[config.mk]
export PLATFORM = sky130hd
export DESIGN_NAME = exc_ctrl_regs
export DESIGN_NICKNAME = d
export VERILOG_FILES = /design/src/rtl/exc_ctrl_pkg.sv /design/src/rtl/exc_status_reg.sv /design/src/rtl/exc_cause_reg.sv /design/src/rtl/exc_addr_regs.sv /design/src/rtl/exc_ctrl_regs.sv
export SDC_FILE = /design/constraint.sdc
export NUM_CORES = 1
export LEC_CHECK = 0
export ABC_AREA = 1
export BUFFER_PORTS_ARGS = -buffer_cell sky130_fd_sc_hd__buf_4
export CAP_MARGIN = 30
export CORE_UTILIZATION = 40
export DETAILED_ROUTE_END_ITERATION = 12
export PLACE_DENSITY = 0.69
export SYNTH_ARGS = -nofsm -noshare
export SYNTH_HDL_FRONTEND = slang
export SYNTH_SLANG_ARGS = --single-unit
[constraint.sdc]
create_clock -name clk -period 1.3 [get_ports clk]
set_input_delay 0.26 -clock clk [delete_from_list [all_inputs] [get_ports clk]]
set_output_delay 0.26 -clock clk [all_outputs]
set_load 0.03 [all_outputs]
[src/rtl/exc_ctrl_pkg.sv]
package exc_ctrl_pkg;

    localparam int XLEN     = 32;
    localparam int IRQ_HW   = 6;
    localparam int IRQ_SW   = 2;
    localparam int IRQ_N    = IRQ_HW + IRQ_SW;
    localparam int STK_W    = 6;
    localparam int CODE_W   = 4;
    localparam int REGNUM_W = 5;

    // bit positions that software decodes
    localparam int MASK_LSB = 8;
    localparam int SWP_LSB  = 8;
    localparam int HWP_LSB  = SWP_LSB + IRQ_SW;
    localparam int CODE_LSB = 2;
    localparam int USED_W   = 16;

    localparam logic [REGNUM_W-1:0] REGNUM_BAD    = 5'd8;
    localparam logic [REGNUM_W-1:0] REGNUM_STATUS = 5'd12;
    localparam logic [REGNUM_W-1:0] REGNUM_CAUSE  = 5'd13;
    localparam logic [REGNUM_W-1:0] REGNUM_EPC    = 5'd14;

    localparam logic [CODE_W-1:0] CODE_ADDR_LD = 4'd4;
    localparam logic [CODE_W-1:0] CODE_ADDR_ST = 4'd5;

    typedef struct packed {
        logic [IRQ_N-1:0] mask;
        logic [STK_W-1:0] stk;
    } status_t;

    typedef struct packed {
        logic [IRQ_HW-1:0] hw;
        logic [IRQ_SW-1:0] sw;
        logic [CODE_W-1:0] code;
    } cause_t;

    function automatic logic [STK_W-1:0] stk_push(input logic [STK_W-1:0] s);
        return {s[STK_W-3:0], 2'b00};
    endfunction

    function automatic logic [STK_W-1:0] stk_pop(input logic [STK_W-1:0] s);
        return {s[STK_W-1:STK_W-2], s[STK_W-1:2]};
    endfunction

    function automatic logic is_addr_err(input logic [CODE_W-1:0] c);
        return (c == CODE_ADDR_LD) || (c == CODE_ADDR_ST);
    endfunction

    function automatic logic [XLEN-1:0] pack_status(input status_t s);
        return {{(XLEN-USED_W){1'b0}}, s.mask, 2'b00, s.stk};
    endfunction

    function automatic logic [XLEN-1:0] pack_cause(input cause_t c);
        return {{(XLEN-USED_W){1'b0}}, c.hw, c.sw, 2'b00, c.code, 2'b00};
    endfunction

endpackage

[src/rtl/exc_status_reg.sv]
module exc_status_reg
    import exc_ctrl_pkg::*;
(
    input  logic    clk,
    input  logic    rst,
    input  logic    exc_i,
    input  logic    eret_i,
    input  logic    wr_i,
    input  status_t wdata_i,
    output status_t q_o
);

    always_ff @(posedge clk) begin
        if (rst) begin
            q_o <= '0;
        end else if (exc_i) begin
            q_o.stk <= stk_push(q_o.stk);
        end else if (eret_i) begin
            q_o.stk <= stk_pop(q_o.stk);
        end else if (wr_i) begin
            q_o <= wdata_i;
        end
    end

    AST_PUSH_KERNEL: assert property (@(posedge clk) disable iff (rst)
        exc_i |=> (q_o.stk[1:0] == 2'b00));
    AST_PUSH_SAVE: assert property (@(posedge clk) disable iff (rst)
        exc_i |=> (q_o.stk[3:2] == $past(q_o.stk[1:0])));
    AST_POP_OLD_KEEP: assert property (@(posedge clk) disable iff (rst)
        (eret_i && !exc_i) |=> $stable(q_o.stk[5:4]));
    AST_STROBE_MASK_KEEP: assert property (@(posedge clk) disable iff (rst)
        (exc_i || eret_i) |=> $stable(q_o.mask));

endmodule

[src/rtl/exc_cause_reg.sv]
module exc_cause_reg
    import exc_ctrl_pkg::*;
(
    input  logic              clk,
    input  logic              rst,
    input  logic              exc_i,
    input  logic [CODE_W-1:0] code_i,
    input  logic [IRQ_HW-1:0] irq_i,
    input  logic              wr_i,
    input  logic [IRQ_HW-1:0] keep_i,
    input  logic [IRQ_SW-1:0] sw_i,
    output cause_t            q_o
);

    logic              wr_take;
    logic [IRQ_HW-1:0] hw_d;

    assign wr_take = wr_i & ~exc_i;

    for (genvar i = 0; i < IRQ_HW; i++) begin : g_pend
        assign hw_d[i] = (wr_take ? (q_o.hw[i] & keep_i[i]) : q_o.hw[i]) | irq_i[i];
    end

    always_ff @(posedge clk) begin
        if (rst) begin
            q_o <= '0;
        end else begin
            q_o.hw <= hw_d;
            if (wr_take) q_o.sw   <= sw_i;
            if (exc_i)   q_o.code <= code_i;
        end
    end

    AST_PEND_LATCH: assert property (@(posedge clk) disable iff (rst)
        (|irq_i) |=> ((q_o.hw & $past(irq_i)) == $past(irq_i)));
    AST_PEND_STICKY: assert property (@(posedge clk) disable iff (rst)
        !wr_take |=> ((q_o.hw & $past(q_o.hw)) == $past(q_o.hw)));
    AST_CODE_HOLD: assert property (@(posedge clk) disable iff (rst)
        !exc_i |=> $stable(q_o.code));

endmodule

[src/rtl/exc_addr_regs.sv]
module exc_addr_regs
    import exc_ctrl_pkg::*;
#(
    parameter int INSN_BYTES = 4
) (
    input  logic              clk,
    input  logic              rst,
    input  logic              exc_i,
    input  logic [CODE_W-1:0] code_i,
    input  logic [XLEN-1:0]   pc_next_i,
    input  logic [XLEN-1:0]   bad_i,
    input  logic              epc_wr_i,
    input  logic [XLEN-1:0]   epc_wdata_i,
    output logic [XLEN-1:0]   epc_o,
    output logic [XLEN-1:0]   bad_o
);

    localparam logic [XLEN-1:0] STEP = XLEN'(INSN_BYTES);

    always_ff @(posedge clk) begin
        if (rst) begin
            epc_o <= '0;
            bad_o <= '0;
        end else begin
            if (exc_i)         epc_o <= pc_next_i - STEP;
            else if (epc_wr_i) epc_o <= epc_wdata_i;
            if (exc_i && is_addr_err(code_i)) bad_o <= bad_i;
        end
    end

    AST_BAD_HOLD: assert property (@(posedge clk) disable iff (rst)
        !(exc_i && is_addr_err(code_i)) |=> $stable(bad_o));
    AST_EPC_HOLD: assert property (@(posedge clk) disable iff (rst)
        (!exc_i && !epc_wr_i) |=> $stable(epc_o));

endmodule

[src/rtl/exc_ctrl_regs.sv]
module exc_ctrl_regs
    import exc_ctrl_pkg::*;
#(
    parameter logic [31:0] HANDLER_PC = 32'h8000_0080
) (
    input  logic        clk,
    input  logic        rst,
    input  logic        exc_valid,
    input  logic [3:0]  exc_code,
    input  logic [31:0] exc_pc_next,
    input  logic [31:0] exc_bad_addr,
    input  logic        eret_valid,
    input  logic [5:0]  irq_lines,
    input  logic [4:0]  reg_addr,
    input  logic        reg_wr_en,
    input  logic [31:0] reg_wdata,
    output logic [31:0] reg_rdata,
    output logic        irq_req,
    output logic [31:0] handler_pc
);

    status_t         status_q;
    status_t         status_w;
    cause_t          cause_q;
    logic [XLEN-1:0] epc_q;
    logic [XLEN-1:0] bad_q;
    logic            wr_status;
    logic            wr_cause;
    logic            wr_epc;

    assign wr_status = reg_wr_en && (reg_addr == REGNUM_STATUS);
    assign wr_cause  = reg_wr_en && (reg_addr == REGNUM_CAUSE);
    assign wr_epc    = reg_wr_en && (reg_addr == REGNUM_EPC);

    assign status_w.mask = reg_wdata[MASK_LSB +: IRQ_N];
    assign status_w.stk  = reg_wdata[0 +: STK_W];

    exc_status_reg u_status (
        .clk     (clk),
        .rst     (rst),
        .exc_i   (exc_valid),
        .eret_i  (eret_valid),
        .wr_i    (wr_status),
        .wdata_i (status_w),
        .q_o     (status_q)
    );

    exc_cause_reg u_cause (
        .clk    (clk),
        .rst    (rst),
        .exc_i  (exc_valid),
        .code_i (exc_code),
        .irq_i  (irq_lines),
        .wr_i   (wr_cause),
        .keep_i (reg_wdata[HWP_LSB +: IRQ_HW]),
        .sw_i   (reg_wdata[SWP_LSB +: IRQ_SW]),
        .q_o    (cause_q)
    );

    exc_addr_regs u_addr (
        .clk         (clk),
        .rst         (rst),
        .exc_i       (exc_valid),
        .code_i      (exc_code),
        .pc_next_i   (exc_pc_next),
        .bad_i       (exc_bad_addr),
        .epc_wr_i    (wr_epc),
        .epc_wdata_i (reg_wdata),
        .epc_o       (epc_q),
        .bad_o       (bad_q)
    );

    always_comb begin
        case (reg_addr)
            REGNUM_BAD:    reg_rdata = bad_q;
            REGNUM_STATUS: reg_rdata = pack_status(status_q);
            REGNUM_CAUSE:  reg_rdata = pack_cause(cause_q);
            REGNUM_EPC:    reg_rdata = epc_q;
            default:       reg_rdata = '0;
        endcase
    end

    assign irq_req    = (|({cause_q.hw, cause_q.sw} & status_q.mask)) & status_q.stk[0];
    assign handler_pc = HANDLER_PC;

    AST_IRQ_NEEDS_ENABLE: assert property (@(posedge clk) disable iff (rst)
        irq_req |-> status_q.stk[0]);
    AST_RD_UNUSED_ZERO: assert property (@(posedge clk) disable iff (rst)
        (reg_addr == REGNUM_STATUS || reg_addr == REGNUM_CAUSE)
        |-> (reg_rdata[XLEN-1:USED_W] == '0 && reg_rdata[7:6] == 2'b00));
    AST_RD_OTHER_ZERO: assert property (@(posedge clk) disable iff (rst)
        !(reg_addr == REGNUM_BAD || reg_addr == REGNUM_STATUS ||
          reg_addr == REGNUM_CAUSE || reg_addr == REGNUM_EPC)
        |-> (reg_rdata == '0));

endmodule

==> results of run 1 <==
cells in the mapped netlist, types with 2 or more instances:
cell type,number,share of area
nand3b_1,3,0.0043
a22o_1,19,0.032
nor2_1,159,0.11
nand2_1,158,0.11
o21ai_1,4,0.0038
nand4_1,7,0.0083
a221oi_1,5,0.0083
a21oi_2,4,0.0066
xnor2_1,3,0.0050
dfxtp_1,90,0.34
xor2_1,5,0.0083
clkbuf_1,18,0.013
a31oi_1,8,0.0095
a211oi_2,2,0.0047
o21ai_0,80,0.076
a21oi_1,39,0.037
nand2_4,3,0.0064
o2111ai_1,3,0.0050
nand2_2,4,0.0047
nor2_2,7,0.0083
o221ai_1,4,0.0066
o22ai_1,3,0.0036
nor2_4,4,0.0085
buf_2,10,0.0095
nand3_1,24,0.023
conb_1,2,0.0014
inv_2,3,0.0021
buf_4,33,0.047
inv_1,65,0.046
buf_6,2,0.0043
nand3_2,2,0.0038
sequential cells by signal (all words and copies together) (netlist names):
register and flops:
u_cause.q_o 12, u_status.q_o 14, u_addr.bad_o 32, u_addr.epc_o 32
report_power, final:
group          total, mW  switching [mW]  internal (mW)  leakage [nW]
Combinational       1.52           0.814          0.710          3.34
Clock               2.63            1.14           1.49         0.142
Sequential          3.02           0.124           2.89         0.739
metal layers:
layer / up-vias / track usage
li1: 3046 / -
met1: 2929 / 0.3367
met2: 315 / 0.4864
met3: 59 / 0.05304
met4: 0 / 0.1055
met5: - / 0
worst max-delay path, cell delays in order (launching register included):
cell      delay (ns)
dfxtp_2         0.33
a22o_1          0.24
a221oi_2        0.25
a21oi_2         0.11
buf_6           0.15
how the worst max path moves through the flow:
stage / from / end
global placement: reg_addr[3] / reg_rdata[12]
finish: u_cause.q_o[8] / irq_req
detailed placement: reg_addr[0] / reg_rdata[2]
global route: u_cause.q_o[8] / irq_req
floorplan: reg_addr[0] / reg_rdata[1]
CTS: u_cause.q_o[8] / irq_req
timing repair:
item / CTS / global route
cloned: 3 / 1
pin swaps: 30 / 52
resized for setup: 82 / 159
setup endpoints to repair: 33 / 81
hold buffers: 0 / 0
buffers inserted: 8 / 24
cell type report:
class | instances | area (sq um) | share of cell area
clock buffers | 9 | 225.2 | 0.02548
flip-flops and latches | 90 | 1803 | 0.2040
well taps | 172 | 215.2 | 0.02435
clock inverters | 7 | 68.82 | 0.007785
inverters | 70 | 324.1 | 0.03666
repair inverters | 1 | 16.27 | 0.001840
multi-input cells | 596 | 3606 | 0.4079
repair buffers | 280 | 2581 | 0.2920
cell families after synthesis:
kind of cell | after synthesis
xor gates and xnor gates | 8
other | 2
and+or+nand+nor | 377
buffers and inverters | 135
adders and majority gates | 1
AOI/OAI and AO/OA | 178
DFF | 90
==> impl_metrics.py, run 1 <==
metrics = {
    "status": {
        "status": "finished with violations",
        "violations": "setup timing",
    },
    "synth": {
        "synth_ff_type": "dfxtp_1",
        "synth_cell_types": 49,
        "synthesis.area_sq_um": 5276,
        "synth_top_family_by_area": "simple AND/OR/NAND/NOR gates",
        "synthXorXnorAreaFrac": 0.01328,
        "syn_area_per_cell_sq_um": 6.670,
        "synthMuxAreaShare": 0,
        "synthArstFlopShare": 0,
        "synth_compound_area_frac": 0.2068,
        "synth_seq_area_share": 0.3415,
        "synth-adder-area-share": 0.002371,
        "synth_edf_count": 0,
        "synth_cells": 791,
        "synth-seq-cells": 90,
        "yosysWarnings": 0,
        "synth-simple-area-share": 0.3054,
    },
    "clock_network": {
        "clk_latency_ns": 0.34,
        "cts_max_level": 3,
        "clock_sinks": 90,
        "path_clk_slew_ns": 0.07,
        "cts_tree": "built",
        "cts.path.max_buffers": 2,
        "cts_root_buf": "clkbuf_16",
        "cts_buffers": 9,
    },
    "timing": {
        "finalHoldViolCount": 0,
        "rsz0062_at_grt": "true",
        "period_share": 1.296,
        "fin_worst_skew_ns": 0.001526,
        "fmax_mhz": 593.6,
        "slew_viol_final": 0,
        "layout_setup_ws_ns": -0.3845,
        "timing.hold.ws_ns": 0.1329,
        "final.setup.tns_ns": -12.71,
        "layout_min_cycle_time_ns": 1.684,
        "setup_viol": 75,
    },
    "worst_hold_path": {
        "hold_end": "u_addr.bad_o[28]",
        "holdCritPathClass": "input port to flop",
        "min-delay-start": "exc_bad_addr[28]",
        "hold_path_depth": 3,
    },
    "die": {
        "die_area_sq_um": 13650,
        "ioPinCount": 181,
        "start_util": 0.4147,
        "fp.dieW_um": 116.9,
        "core-area_sq_um": 12720,
        "die_h_um": 116.9,
        "fp-row-count": 41,
    },
    "layout": {
        "drive_gt1_frac": 0.4330,
        "fin_cells": 1225,
        "final_area_sq_um": 8840,
        "num_antenna_cells": 0,
        "area_growth_pct": 67.54,
        "nFillCells": 1028,
        "mostFrequentLayoutCells": "buf_4 (200), nor2_1 (144), nand2_1 (125)",
        "finalNetCount": 1165,
        "fin_util": 0.6948,
        "layout_commonest_cell": "buf_4",
    },
    "grt": {
        "grt_use_total": 0.2776,
        "antenna_found_initial": 0,
        "overflow": 0,
        "grt_pass1_vias": 5859,
        "grt_max_degree": 46,
        "grt_pass1_wl_um": 28910,
    },
    "setup_path": {
        "required_ns": 1.04,
        "worst_setup_path_end_kind": "output port",
        "arrival_ns": 1.42,
        "reg2reg_depth": 5,
        "ff2ff_setup_slack_ns": 0.27,
        "path_class": "flop to output port",
        "critPathMaxFanout": 2,
        "timing.rr.end": "u_status.q_o[3]",
        "reg2reg_from": "u_status.q_o[5]",
        "start_kind": "flop",
    },
    "place": {
        "dp.cells": 1179,
        "globalplace.congestion": 0.9079,
        "placedInstanceArea_sq_um": 7433,
        "dp_hpwl_um": 13680,
        "io_buffer_count": 148,
        "pre_cts_ws_ns": -0.3554,
    },
    "routing": {
        "wl_met2_um": 9894,
        "dr.max_layer_used": "met4",
        "wirelength_um": 19980,
        "drc": 0,
        "vias_per_cell": 5.183,
        "drt_iter0_markers": 436,
        "wl_per_cell_um": 16.31,
        "vias": 6349,
        "antenna_left": 0,
        "met3_length_um": 1532,
        "first_pass_iters": 5,
        "wl_met1_um": 7748,
    },
    "power": {
        "p_leak_nw": 4.218,
        "power_density_nw_per_um2": 811.3,
        "ir_worst_vdd_v": 0.0005549,
        "finalPower_mw": 7.171,
    },
    "run": {
        "maxCapViolCount": 0,
    },
}
No activity file was read; power rests on OpenSTA's default activity.
==> run 2: changes to the inputs <==
--- a/config.mk
+++ b/config.mk
@@ -10,7 +10,9 @@
 export CAP_MARGIN = 30
 export CORE_UTILIZATION = 40
 export DETAILED_ROUTE_END_ITERATION = 12
+export GPL_TIMING_DRIVEN = 0
 export PLACE_DENSITY = 0.69
+export SLEW_MARGIN = 0
 export SYNTH_ARGS = -nofsm -noshare
 export SYNTH_HDL_FRONTEND = slang
 export SYNTH_SLANG_ARGS = --single-unit
==> run 2 against run 1 <==
The run still ends with setup timing left. Largest cell class unchanged. Combinational power is essentially flat. Clock power is essentially flat. Via count fell by 0.95%. Sequential cell count did not move. Critical path type unchanged. Total power decreased by 0.37%. Die area did not move. Critical endpoint unchanged. Final cell count decreased by 2.0%. Final area fell by 1.7%.
==> impl_metrics.py, run 2 (same netlist as run 1, synthesis figures left out) <==
metrics = {
    "setup_path": {
        "reg2reg_depth": 5,
        "ff2ff_setup_slack_ns": 0.23,
        "startpoint": "u_cause.q_o[8]",
        "start_kind": "flop",
        "path_cells": "a22o_1 -> a221oi_2 -> a21oi_2 -> buf_6",
        "reg2reg_from": "u_status.q_o[5]",
        "timing.rr.end": "u_status.q_o[3]",
        "worst-path-buf-inv": 1,
        "arrival_ns": 1.44,
        "cp_top_family": "compound AO/OA/AOI/OAI gates",
        "worst_setup_path_end_kind": "output port",
        "slowest_stage": "dfxtp_2",
        "critPathMaxStageDelay_ns": 0.33,
        "path_class": "flop to output port",
        "critPathCapture": "irq_req",
        "critPathMaxFanout": 3,
        "required_ns": 1.04,
        "path_depth": 4,
    },
    "timing": {
        "fin_worst_skew_ns": 0.0005173,
        "finalHoldViolCount": 0,
        "setup_viol": 64,
        "period_share": 1.309,
        "layout_setup_ws_ns": -0.4013,
        "fmax_mhz": 587.8,
        "slew_viol_final": 0,
        "relSlewSlack": 0.5820,
        "tightest_slew_ns": 0.6269,
        "layout_min_cycle_time_ns": 1.701,
        "timing.hold.ws_ns": 0.1347,
        "rsz0062_at_grt": "true",
    },
    "place": {
        "io_buffer_count": 147,
        "pre_cts_ws_ns": -0.5764,
        "globalplace.congestion": 0.9413,
        "dp_hpwl_um": 14220,
        "placedInstanceArea_sq_um": 6965,
    },
    "layout": {
        "finalNetCount": 1141,
        "reg_top3": "u_addr.bad_o x32, u_addr.epc_o x32, u_status.q_o x14",
        "fin_util": 0.6831,
        "layout_commonest_cell": "buf_4",
        "num_antenna_cells": 0,
        "drive_gt1_frac": 0.4052,
        "nFillCells": 1040,
        "mostFrequentLayoutCells": "buf_4 (158), nor2_1 (148), nand2_1 (117)",
        "area_growth_pct": 64.71,
        "final_area_sq_um": 8691,
    },
    "die": {
        "fp-row-count": 41,
        "start_util": 0.4147,
        "fp.dieW_um": 116.9,
        "core-area_sq_um": 12720,
        "die_area_sq_um": 13650,
        "die_h_um": 116.9,
        "ioPinCount": 181,
    },
    "grt": {
        "grt_pass1_wl_um": 28460,
        "overflow": 0,
        "antenna_found_initial": 0,
        "grt_pass1_vias": 5622,
        "grt_max_degree": 15,
        "grt_use_total": 0.2802,
    },
    "routing": {
        "first_pass_iters": 7,
        "antenna_left": 0,
        "drt_iter0_markers": 516,
        "vias_per_cell": 5.236,
        "wirelength_um": 20480,
        "drc": 0,
        "vias": 6289,
        "wl_per_cell_um": 17.05,
    },
    "power": {
        "internal-power_mw": 5.095,
        "ir_worst_vdd_v": 0.0008256,
        "comb_power_share": 0.209,
        "switching_share": 0.2868,
        "p_leak_nw": 4.187,
        "switching_power_mw": 2.049,
        "power.share.clock": 0.367,
        "power_density_nw_per_um2": 822.1,
        "finalPower_mw": 7.145,
        "seqPwrFrac": 0.424,
    },
    "clock_network": {
        "cts_root_buf": "clkbuf_16",
        "path_clk_slew_ns": 0.06,
        "cts.path.max_buffers": 2,
        "cts_tree": "built",
        "clk_latency_ns": 0.34,
        "cts_buffers": 9,
        "clock_sinks": 90,
        "cts_max_level": 3,
        "ctsHoldBuffers": 0,
    },
    "status": {
        "status": "finished with violations",
        "violations": "setup timing",
    },
    "worst_hold_path": {
        "holdCritPathClass": "input port to flop",
    },
    "run": {
        "maxCapViolCount": 0,
    },
}
-- run 2: cell count changes in the layout (fill, tap and decap cells not counted), sizes merged --
| cell | delta |
|---|---|
| buf | -43 |
| clkbuf | +20 |
| inv | -2 |
| clkinv | +1 |
| clkinvlp | -1 |
| nand2 | +1 |
-- run 2: worst min-delay path by stage --
stage	from	endpoint	slack [ns]	depth (start not counted)
3_3_place_gp	u_addr.epc_o[1]	u_addr.epc_o[1]	0.46	2
2_1_floorplan	reg_wdata[14]	u_status.q_o[12]	0.39	2
5_1_grt	exc_bad_addr[21]	u_addr.bad_o[21]	0.15	3
4_1_cts	exc_bad_addr[23]	u_addr.bad_o[23]	0.13	3
6_report	exc_bad_addr[29]	u_addr.bad_o[29]	0.13	3
3_5_place_dp	u_addr.epc_o[27]	u_addr.epc_o[27]	0.46	2
-- run 2: worst min-delay path, stage by stage --
cell,delay [ns]
buf_4,0.08
nor2_1,0.03
nor2_1,0.08
-- run 2: metrics by stage --
stage / TNS, ns / cells
finish: -11.50 / 1201
global route: -14.53 / 1201
CTS: -9.908 / 1179
detailed placement: -43.40 / 1140
global placement: -42.75 / 1140
floorplan: -1.208 / 821
-- run 2: layout make-up --
type / instances / area [sq um] / area share
flip-flops and latches: 90 / 1803 / 0.2075
multi-input cells: 597 / 3677 / 0.4231
clock buffers: 11 / 242.7 / 0.02793
repair inverters: 1 / 11.26 / 0.001296
repair buffers: 192 / 1861 / 0.2141
inverters: 70 / 322.8 / 0.03714
clock inverters: 5 / 53.80 / 0.006191
well taps: 172 / 215.2 / 0.02476
plain buffers: 63 / 504.2 / 0.05802
-- run 2: repair_timing --
item                                    4_1_cts  5_1_grt
buffers inserted                             22       18
pin swaps                                    32       41
cloned                                        2        6
endpoints found under the setup margin       71      106
resized for setup                           110      147
-- run 2: power groups by stage --
stage / Clock [mW] / Sequential (mW) / Combinational (mW)
after floorplan: 0 / 3.01 / 0.708
after global routing: 2.74 / 3.04 / 1.59
after global placement: 0 / 3.04 / 1.20
after CTS: 2.62 / 3.00 / 1.29
after detailed placement: 0 / 3.05 / 1.21
final: 2.62 / 3.03 / 1.49
-- run 2: routing by layer --
metal,vias up,track usage,wire length [um]
met5,-,0,0
met2,347,0.4619,9791
li1,2995,-,-
met4,0,0.1080,678
met1,2896,0.3620,8245
met3,51,0.05510,1767
